File: config.mk
export PLATFORM = sky130hd
export DESIGN_NAME = intc_prio_sorter
export DESIGN_NICKNAME = d
export VERILOG_FILES = /design/src/rtl/intc_sort_pkg.sv /design/src/rtl/intc_bank_pick.sv /design/src/rtl/intc_class_merge.sv /design/src/rtl/intc_agree_ctl.sv /design/src/rtl/intc_prio_sorter.sv
export SDC_FILE = /design/constraint.sdc
export NUM_CORES = 2
export LEC_CHECK = 0
export BUFFER_PORTS_ARGS = -buffer_cell sky130_fd_sc_hd__buf_2
export CORE_MARGIN = 2
export CORE_UTILIZATION = 35
export CTS_BUF_LIST = sky130_fd_sc_hd__clkbuf_8
export DETAILED_ROUTE_END_ITERATION = 10
export MAX_ROUTING_LAYER = met4
export PLACE_DENSITY = 0.57
export SLEW_MARGIN = 10
export SYNTH_ARGS = -nofsm -noshare
export SYNTH_HDL_FRONTEND = slang
export SYNTH_SLANG_ARGS = --single-unit
File: constraint.sdc
create_clock -name clk -period 103.7 [get_ports clk]
set_input_delay 31.11 -clock clk [delete_from_list [all_inputs] [get_ports clk]]
set_output_delay 31.11 -clock clk [all_outputs]
set_load 0.03 [all_outputs]
File: src/rtl/intc_sort_pkg.sv
package intc_sort_pkg;
  localparam int LPB    = 32;
  localparam int MAX_PW = 6;

  typedef logic [MAX_PW-1:0] prio_t;

  typedef struct packed {
    logic       hit;
    logic [4:0] idx;
    prio_t      prio;
  } bank_win_t;

  // scanning in ascending line order: a candidate of equal value replaces
  // the current best, so the highest line wins ties
  function automatic logic takes_over(logic cur_hit, prio_t cur_p, prio_t new_p);
    return !cur_hit || (new_p <= cur_p);
  endfunction

  function automatic logic [7:0] line_code(logic [1:0] bank, logic [4:0] idx);
    return {1'b0, bank, idx};
  endfunction
endpackage

File: src/rtl/intc_bank_pick.sv
module intc_bank_pick
  import intc_sort_pkg::*;
#(
  parameter int PW = 5
) (
  input  logic [LPB-1:0]    elig,
  input  logic [LPB*PW-1:0] prio,
  output bank_win_t         win
);
  always_comb begin
    win = '0;
    for (int i = 0; i < LPB; i++) begin
      if (elig[i] && takes_over(win.hit, win.prio, prio_t'(prio[i*PW +: PW]))) begin
        win.hit  = 1'b1;
        win.idx  = 5'(i);
        win.prio = prio_t'(prio[i*PW +: PW]);
      end
    end
  end
endmodule

File: src/rtl/intc_class_merge.sv
module intc_class_merge
  import intc_sort_pkg::*;
#(
  parameter int NBANK = 3,
  parameter int CW    = 7
) (
  input  bank_win_t [NBANK-1:0] wins,
  output logic                  hit,
  output logic [CW-1:0]         code
);
  prio_t best;

  always_comb begin
    hit  = 1'b0;
    best = '0;
    code = '0;
    for (int b = 0; b < NBANK; b++) begin
      if (wins[b].hit && takes_over(hit, best, wins[b].prio)) begin
        hit  = 1'b1;
        best = wins[b].prio;
        code = CW'(line_code(2'(b), wins[b].idx));
      end
    end
  end
endmodule

File: src/rtl/intc_agree_ctl.sv
module intc_agree_ctl #(
  parameter int CW = 7
) (
  input  logic          clk,
  input  logic          rst_n,
  input  logic          hit,
  input  logic          glob_en,
  input  logic          rearm,
  input  logic [CW-1:0] win_code,
  output logic          latch_ev,
  output logic          armed_q,
  output logic          out_q,
  output logic [CW-1:0] code_q
);
  assign latch_ev = armed_q && hit && glob_en && !rearm;

  always_ff @(posedge clk) begin
    if (!rst_n) begin
      armed_q <= 1'b1;
      out_q   <= 1'b0;
      code_q  <= '0;
    end else if (rearm) begin
      armed_q <= 1'b1;
      out_q   <= 1'b0;
    end else if (latch_ev) begin
      armed_q <= 1'b0;
      out_q   <= 1'b1;
      code_q  <= win_code;
    end
  end
endmodule

File: src/rtl/intc_prio_sorter.sv
module intc_prio_sorter
  import intc_sort_pkg::*;
#(
  parameter int NBANK  = 3,
  parameter int PRIO_W = 5,
  localparam int NLINES = NBANK * LPB,
  localparam int CODE_W = $clog2(NLINES)
) (
  input  logic                     clk,
  input  logic                     rst_n,
  input  logic [NLINES-1:0]        line_pend,
  input  logic [NLINES-1:0]        line_mask,
  input  logic [NLINES-1:0]        line_fiq,
  input  logic [NLINES*PRIO_W-1:0] line_prio,
  input  logic                     glob_en,
  input  logic                     ctl_we,
  input  logic [1:0]               ctl_rearm,
  output logic                     irq_o,
  output logic                     fiq_o,
  output logic [CODE_W-1:0]        irq_code,
  output logic [CODE_W-1:0]        fiq_code
);
  // per-class named events for the checker: index 0 = irq, 1 = fiq
  logic [1:0]             hit_w;
  logic [1:0]             latch_w;
  logic [1:0]             armed_w;
  logic [1:0]             out_w;
  logic [1:0]             rearm_w;
  logic [1:0][CODE_W-1:0] win_w;
  logic [1:0][CODE_W-1:0] code_w;

  for (genvar c = 0; c < 2; c++) begin : g_cls
    logic [NLINES-1:0]     elig;
    bank_win_t [NBANK-1:0] bank_wins;

    assign elig       = line_pend & ~line_mask & ((c == 1) ? line_fiq : ~line_fiq);
    assign rearm_w[c] = ctl_we & ctl_rearm[c];

    for (genvar b = 0; b < NBANK; b++) begin : g_bank
      intc_bank_pick #(.PW(PRIO_W)) u_pick (
        .elig (elig[b*LPB +: LPB]),
        .prio (line_prio[b*LPB*PRIO_W +: LPB*PRIO_W]),
        .win  (bank_wins[b])
      );
    end

    intc_class_merge #(.NBANK(NBANK), .CW(CODE_W)) u_merge (
      .wins (bank_wins),
      .hit  (hit_w[c]),
      .code (win_w[c])
    );

    intc_agree_ctl #(.CW(CODE_W)) u_ctl (
      .clk      (clk),
      .rst_n    (rst_n),
      .hit      (hit_w[c]),
      .glob_en  (glob_en),
      .rearm    (rearm_w[c]),
      .win_code (win_w[c]),
      .latch_ev (latch_w[c]),
      .armed_q  (armed_w[c]),
      .out_q    (out_w[c]),
      .code_q   (code_w[c])
    );
  end

  assign irq_o    = out_w[0];
  assign fiq_o    = out_w[1];
  assign irq_code = code_w[0];
  assign fiq_code = code_w[1];
endmodule

Word-level counts from Yosys, hierarchy flattened --
Index checks and enable logic that the tools add are counted.
Storage, ports and cells: logic and storage cells 996, ROM bits 0, input bits 774, register bits 18, RAM bits 0, latch bits 0, memories kept 0
Cells by class: reduce and logical (&&, ||, !) cells 582, equal/unequal tests 0, order comparisons 190, mux-type cells 208, $add $sub $neg 0, shifts and indexed selects 0, divide/modulo/power cells 0, multiply operators 0, bitwise logic cells 10
Operators by type and width (count):
- 12-bit two-way mux | 192
- 5-bit by 6-bit less-or-equal comparator with 1-bit output | 186
- 96-bit AND | 3
- 1-bit logical AND | 196
- 1-bit zero test | 192
- 96-bit NOT | 2
- 1-bit logical OR | 190
- 6-bit two-way mux | 6
- 6-bit less-or-equal comparator | 4
- 7-bit two-way mux | 2
- 5-bit two-way mux | 2
- 1-bit two-way mux | 6
- 2-bit AND reduction | 2
- 2-bit OR reduction | 2
- 1-bit NOT | 3
- 1-bit AND | 2

Depth between registers and ports, before layout --
depth in word-level cells 141, gate-level depth with buffers 359

Modules after synthesis --
Synthesis repeated with hierarchy kept, for this count alone.
Second synthesis, totals: cell total of the unflattened synthesis 7431, area total of the unflattened synthesis 51896.0 sq um
By module, submodules not included:
- intc_bank_pick (g_cls[0].g_bank[1].u_pick ...) | area an instance 8001.4 sq um, cells each 1151, times used 4, sequential area each 0.0 sq um
- intc_bank_pick (g_cls[0].g_bank[0].u_pick) | area an instance 8293.0 sq um, cells each 1202, times used 1, sequential area each 0.0 sq um
- intc_bank_pick (g_cls[0].g_bank[2].u_pick) | area an instance 8044.0 sq um, cells each 1187, times used 1, sequential area each 0.0 sq um
- intc_prio_sorter | area an instance 1694.1 sq um, cells each 194, times used 1, sequential area each 0.0 sq um
- intc_class_merge | area an instance 573.0 sq um, cells each 84, times used 2, sequential area each 0.0 sq um
- intc_agree_ctl | area an instance 356.6 sq um, cells each 38, times used 2, sequential area each 180.2 sq um

Worst setup path before layout --
Ideal clock, no wire load.
kind input to register, start point input port line_mask[32], end point register g_cls[1].u_ctl.code_q[0], setup time 0.120 ns, buffers on the path 26, setup slack 17.853 ns, cell stages on the path 343, data required time 103.580 ns, arrival 85.727 ns, cell sequence and3b_1 clkbuf_1 nand2_1 ha_1 nor2b_1 o21a_1 o21a_1 o21a_1 o221ai_1 clkbuf_1 nand3_1 nand2_1 inv_1 ha_1 nor2b_1 o21a_1 o21a_1 o21ai_0 (+307 left out) o21ai_0 nand2b_1 a32o_1 clkbuf_1 mux2_2 a31oi_1 ha_1 nor2b_1 o21ai_0 nand2b_1 a21oi_1 nor2b_1 o22ai_1 o21ai_0 clkbuf_1 o311ai_0 o21ai_0 o31a_1
On the way: word-level cells in the longest chain between the ends 140
RTL lines:
- start: declaration | RTL line intc_prio_sorter.sv:12 | input logic [NLINES-1:0] line_mask,
- 96-bit NOT (*) | RTL line intc_prio_sorter.sv:36 | assign elig = line_pend & ~line_mask & ((c == 1) ? line_fiq : ~line_fiq);
- 96-bit AND (*) (2 in series) | RTL line intc_prio_sorter.sv:36
- 12-bit two-way mux (*) | RTL line intc_bank_pick.sv:13 | if (elig[i] && takes_over(win.hit, win.prio, prio_t'(prio[i*PW +: PW]))) begin
- 5-bit by 6-bit less-or-equal comparator with 1-bit output / 1-bit zero test (equally long branches) | RTL line intc_sort_pkg.sv:16 | return !cur_hit || (new_p <= cur_p);
- 1-bit logical OR | RTL line intc_sort_pkg.sv:16
- 1-bit logical AND | RTL line intc_bank_pick.sv:13
- 12-bit two-way mux (*) | RTL line intc_bank_pick.sv:13
- 5-bit by 6-bit less-or-equal comparator with 1-bit output / 1-bit zero test (equally long branches) | RTL line intc_sort_pkg.sv:16
- (+121 left out)
- 1-bit logical AND | RTL line intc_class_merge.sv:18 | if (wins[b].hit && takes_over(hit, best, wins[b].prio)) begin
- 6-bit two-way mux / 1-bit two-way mux (equally long branches) | RTL line intc_class_merge.sv:18
- 6-bit less-or-equal comparator / 1-bit zero test (equally long branches) | RTL line intc_sort_pkg.sv:16
- 1-bit logical OR | RTL line intc_sort_pkg.sv:16
- 1-bit logical AND | RTL line intc_class_merge.sv:18
- 1-bit two-way mux | RTL line intc_class_merge.sv:18
- 1-bit logical AND (3 in series) | RTL line intc_agree_ctl.sv:15 | assign latch_ev = armed_q && hit && glob_en && !rearm;
- 2-bit AND reduction (no line)
- end signal: assignment | RTL line intc_agree_ctl.sv:28 | code_q <= win_code;
- end: declaration | RTL line intc_agree_ctl.sv:13 | output logic [CW-1:0] code_q
Mark *: on every way between the ends. The rest lies on a longest branch, timed or not. A chain may end at the register's enable or synchronous reset.

Worst setup path after layout --
start point input port line_mask[32], end point register g_cls[1].u_ctl.code_q[1]
Same word-level chain as after synthesis.

==> results.py <==
metrics = {
    "clocking": {
        "ctsHoldBuffers": 0,
        "path_clk_slew_ns": 0.07,
        "cts_setup_buffers": 0,
        "htreeDepth": 1,
        "numCtsBuffers": 3,
        "cts.path.max_buffers": 2,
        "cts_resized": 0,
        "cts_root_buf": "clkbuf_8",
        "clock_sinks": 18,
        "clk-insertion-delay-late_ns": 0.26,
        "cts_tree": "yes",
    },
    "yosys": {
        "synth_edf_count": 0,
        "synth.distinct_cells": 101,
        "synthesis.area_um2": 42700,
        "ys.warnings.count": 0,
        "synthArstFlopShare_pct": 0,
        "ys_seq_elements": 18,
        "syn_nets": 7634,
        "synth_ff_type": "dfxtp_1",
        "netlist_instances": 5933,
        "syn_avg_cell_area_um2": 7.19,
        "ys_seq_area_share_pct": 0.844,
    },
    "floorplan": {
        "die_area_um2": 125000,
        "core_um2": 121000,
        "io_pins": 790,
        "rows": 128,
        "start_util_pct": 35.2,
        "die_w_um": 353,
        "die_y_um": 353,
    },
    "outcome": {
        "status": "finished clean",
    },
    "timing": {
        "slew_viol_final": 0,
        "finalClockSkew_ns": 0.00123,
        "worst_pin_slew_ns": 1.19,
        "fmaxAchievable_mhz": 10.7,
        "tns_ns": 0,
        "rsz0062_at_grt": "no",
        "final-setup-viol-count": 0,
        "period_needed_ns": 93.79,
        "period_share_pct": 90.4,
        "final_hold_viol_count": 0,
        "max_slew_margin_pct": 20.2,
    },
    "job": {
        "max_cap_viol_count": 0,
    },
    "grt": {
        "grt-ovfl-total": 0,
        "track_usage_pct": 28.1,
        "grt_max_degree": 19,
        "antenna_found_initial": 84,
        "grt_pass1_vias": 46026,
        "grt_pass1_wl_um": 270000,
    },
    "cells_and_area": {
        "final_util_pct": 40.0,
        "fill_cells": 13046,
        "area_growth_pct": 13.7,
        "fin_cells": 8317,
        "drive_gt1_share_pct": 19.9,
        "fin_nets": 8317,
    },
    "setup_path": {
        "crit_path_max_incr_delay_ns": 0.88,
        "path_class": "primary input to flop",
        "cp_slowest_cell": "a31oi_1",
        "crit_fanout": 18,
        "worst_setup_path_end_kind": "flop",
        "cp.arrival_ns": 93.98,
        "cp-start-kind": "primary input",
        "cp.required_ns": 103.89,
    },
    "placement": {
        "place_hpwl_um": 160000,
        "gp_congestion": 1.02,
        "dp.cells": 8236,
        "io_buffers": 789,
    },
    "drt": {
        "vias": 47594,
        "detail_route.wl_per_cell_um": 21.6,
        "wirelength_um": 180000,
        "ant_nets": 0,
        "first_pass_iters": 6,
        "drt_iter0_drc": 3575,
        "via_per_inst": 5.72,
        "drc_errors": 0,
    },
    "power_and_ir_drop": {
        "ir_worst_vdd_mv": 0.0162,
        "total_leakage_power_nw": 24.1,
        "p_per_area_nw_per_um2": 17.2,
    },
    "worst_hold_path": {
        "hold_class": "flop to flop",
    },
}
==> flip-flops by register name, summed over array words and instances (netlist names) <==
register and count:
g_cls.u_ctl.code_q 14, g_cls.u_ctl.armed_q 2, g_cls.u_ctl.out_q 2
==> synth_stat cells (31+ instances only) <==
cell      count  share of area, %
and3_1      162               2.4
nor2b_1     203               3.0
nand2_1     384               3.4
nor2_1      354               3.1
nand3_1     103               1.2
o31a_1       33              0.68
a31oi_1     172               2.5
clkbuf_1    115               1.0
nand2b_1    275               4.0
nand4_1      38              0.56
o21a_1      262               4.6
or3b_2       89               1.8
nand3b_1     91               1.6
a311oi_1     31              0.64
nor3_1       46              0.54
and2_1       71               1.0
inv_1       553               4.9
a21oi_1     458               5.4
mux2_2      288               7.6
ha_1        927                27
o21ai_0     383               4.5
mux2i_1     215               5.0
or2_2        58              0.85
a21o_1      128               2.3
==> cell families (layout without fill, tap and decap cells) <==
family	count (synthesis)	count (layout)	share of synthesized area [%]
AO/OA/AOI/OAI	1801	1801	27.2
XOR/XNOR	10	10	0.205
adder cells (fa/ha/maj)	931	931	27.3
buffers and inverters	685	1366	6.06
flip-flops	18	18	0.844
multiplexers	508	508	12.8
other	0	78	0
AND/OR/NAND/NOR	1980	1980	25.6
==> metal layers <==
layer	vias to the layer above	track usage, %	wire length, µm	part of all wire [%]
li1	23352	-	-	-
met1	22371	35.6	79500	44
met2	1613	46.2	83000	46
met3	258	3.14	10900	6.1
met4	0	9.54	6280	3.5
met5	-	-	0	0
==> power by group <==
| group | internal (mW) | switching, mW | total (mW) | leakage, nW |
|---|---|---|---|---|
| combinational | 0.353 | 0.466 | 0.818 | 23.9 |
| clock | 0.00259 | 0.00245 | 0.00504 | 0.0221 |
| sequential | 0.00886 | 0.00188 | 0.0107 | 0.148 |
==> area by class of cell <==
type / instances / area, µm² / share of cell area [%]
repair buffers: 803 / 4050 / 8.35
multi-input cells: 5230 / 39700 / 81.9
well taps: 1625 / 2030 / 4.19
flip-flops and latches: 18 / 360 / 0.743
inverters: 560 / 2100 / 4.33
diodes: 78 / 195 / 0.402
clock buffers: 3 / 41.3 / 0.0851
==> metrics by stage <==
stage	setup slack (ns)	hold slack, ns	power (mW)	area (µm²)
finish	9.91	0.489	0.834	48500
global route	3.32	0.508	0.940	48500
CTS	9.79	0.489	0.825	48300
detailed placement	9.69	0.473	0.815	48300
global placement	9.91	0.438	0.804	48300
floorplan	17.85	0.426	0.597	42700
==> critical path, delay by kind of cell <==
family                     cells  cell delay [ns]
AOI/OAI and AO/OA            174            36.27
and+or+nand+nor               87            11.50
adders and majority gates     33             8.76
muxes                         14             5.16
buffers and inverters         12             1.15
==> layout by cell type, fill, tap and decap left out, types with 18 or more instances in the layout <==
master	netlist	layout
ha_1	927	927
buf_2	4	789
inv_1	553	553
a21oi_1	458	457
nand2_1	384	384
o21ai_0	383	382
nor2_1	354	354
mux2_2	288	288
nand2b_1	275	275
o21a_1	262	262
mux2i_1	215	215
nor2b_1	203	203
a31oi_1	172	172
and3_1	162	162
a21o_1	128	128
nand3_1	103	103
nand3b_1	91	91
or3b_2	89	89
diode_2	0	78
and2_1	71	71
or2_2	58	58
nor3_1	46	46
nand4_1	38	38
o31a_1	33	33
a311oi_1	31	31
a221oi_1	27	27
o211ai_1	27	27
and3b_1	23	23
o22ai_1	23	23
a21boi_0	22	22
o31ai_1	20	20
o21bai_1	19	19
a211oi_1	19	19
dfxtp_1	18	18
==> path summary, 6_finish.rpt <==
check                                                           start                               endpoint  slack (ns)  cells past startpoint
worst max register to register    g_cls[0].u_ctl.armed_q$_SDFFE_PP1P_  g_cls[0].u_ctl.code_q[5]$_SDFFE_PN0P_      102.01                      4
worst min register to register  g_cls[1].u_ctl.code_q[6]$_SDFFE_PN0P_  g_cls[1].u_ctl.code_q[6]$_SDFFE_PN0P_        0.49                      2
worst min-delay path            g_cls[1].u_ctl.code_q[6]$_SDFFE_PN0P_  g_cls[1].u_ctl.code_q[6]$_SDFFE_PN0P_        0.49                      2
worst max-delay path                                    line_mask[32]  g_cls[1].u_ctl.code_q[1]$_SDFFE_PN0P_        9.91                    320
No activity file was read; power rests on OpenSTA's default activity.
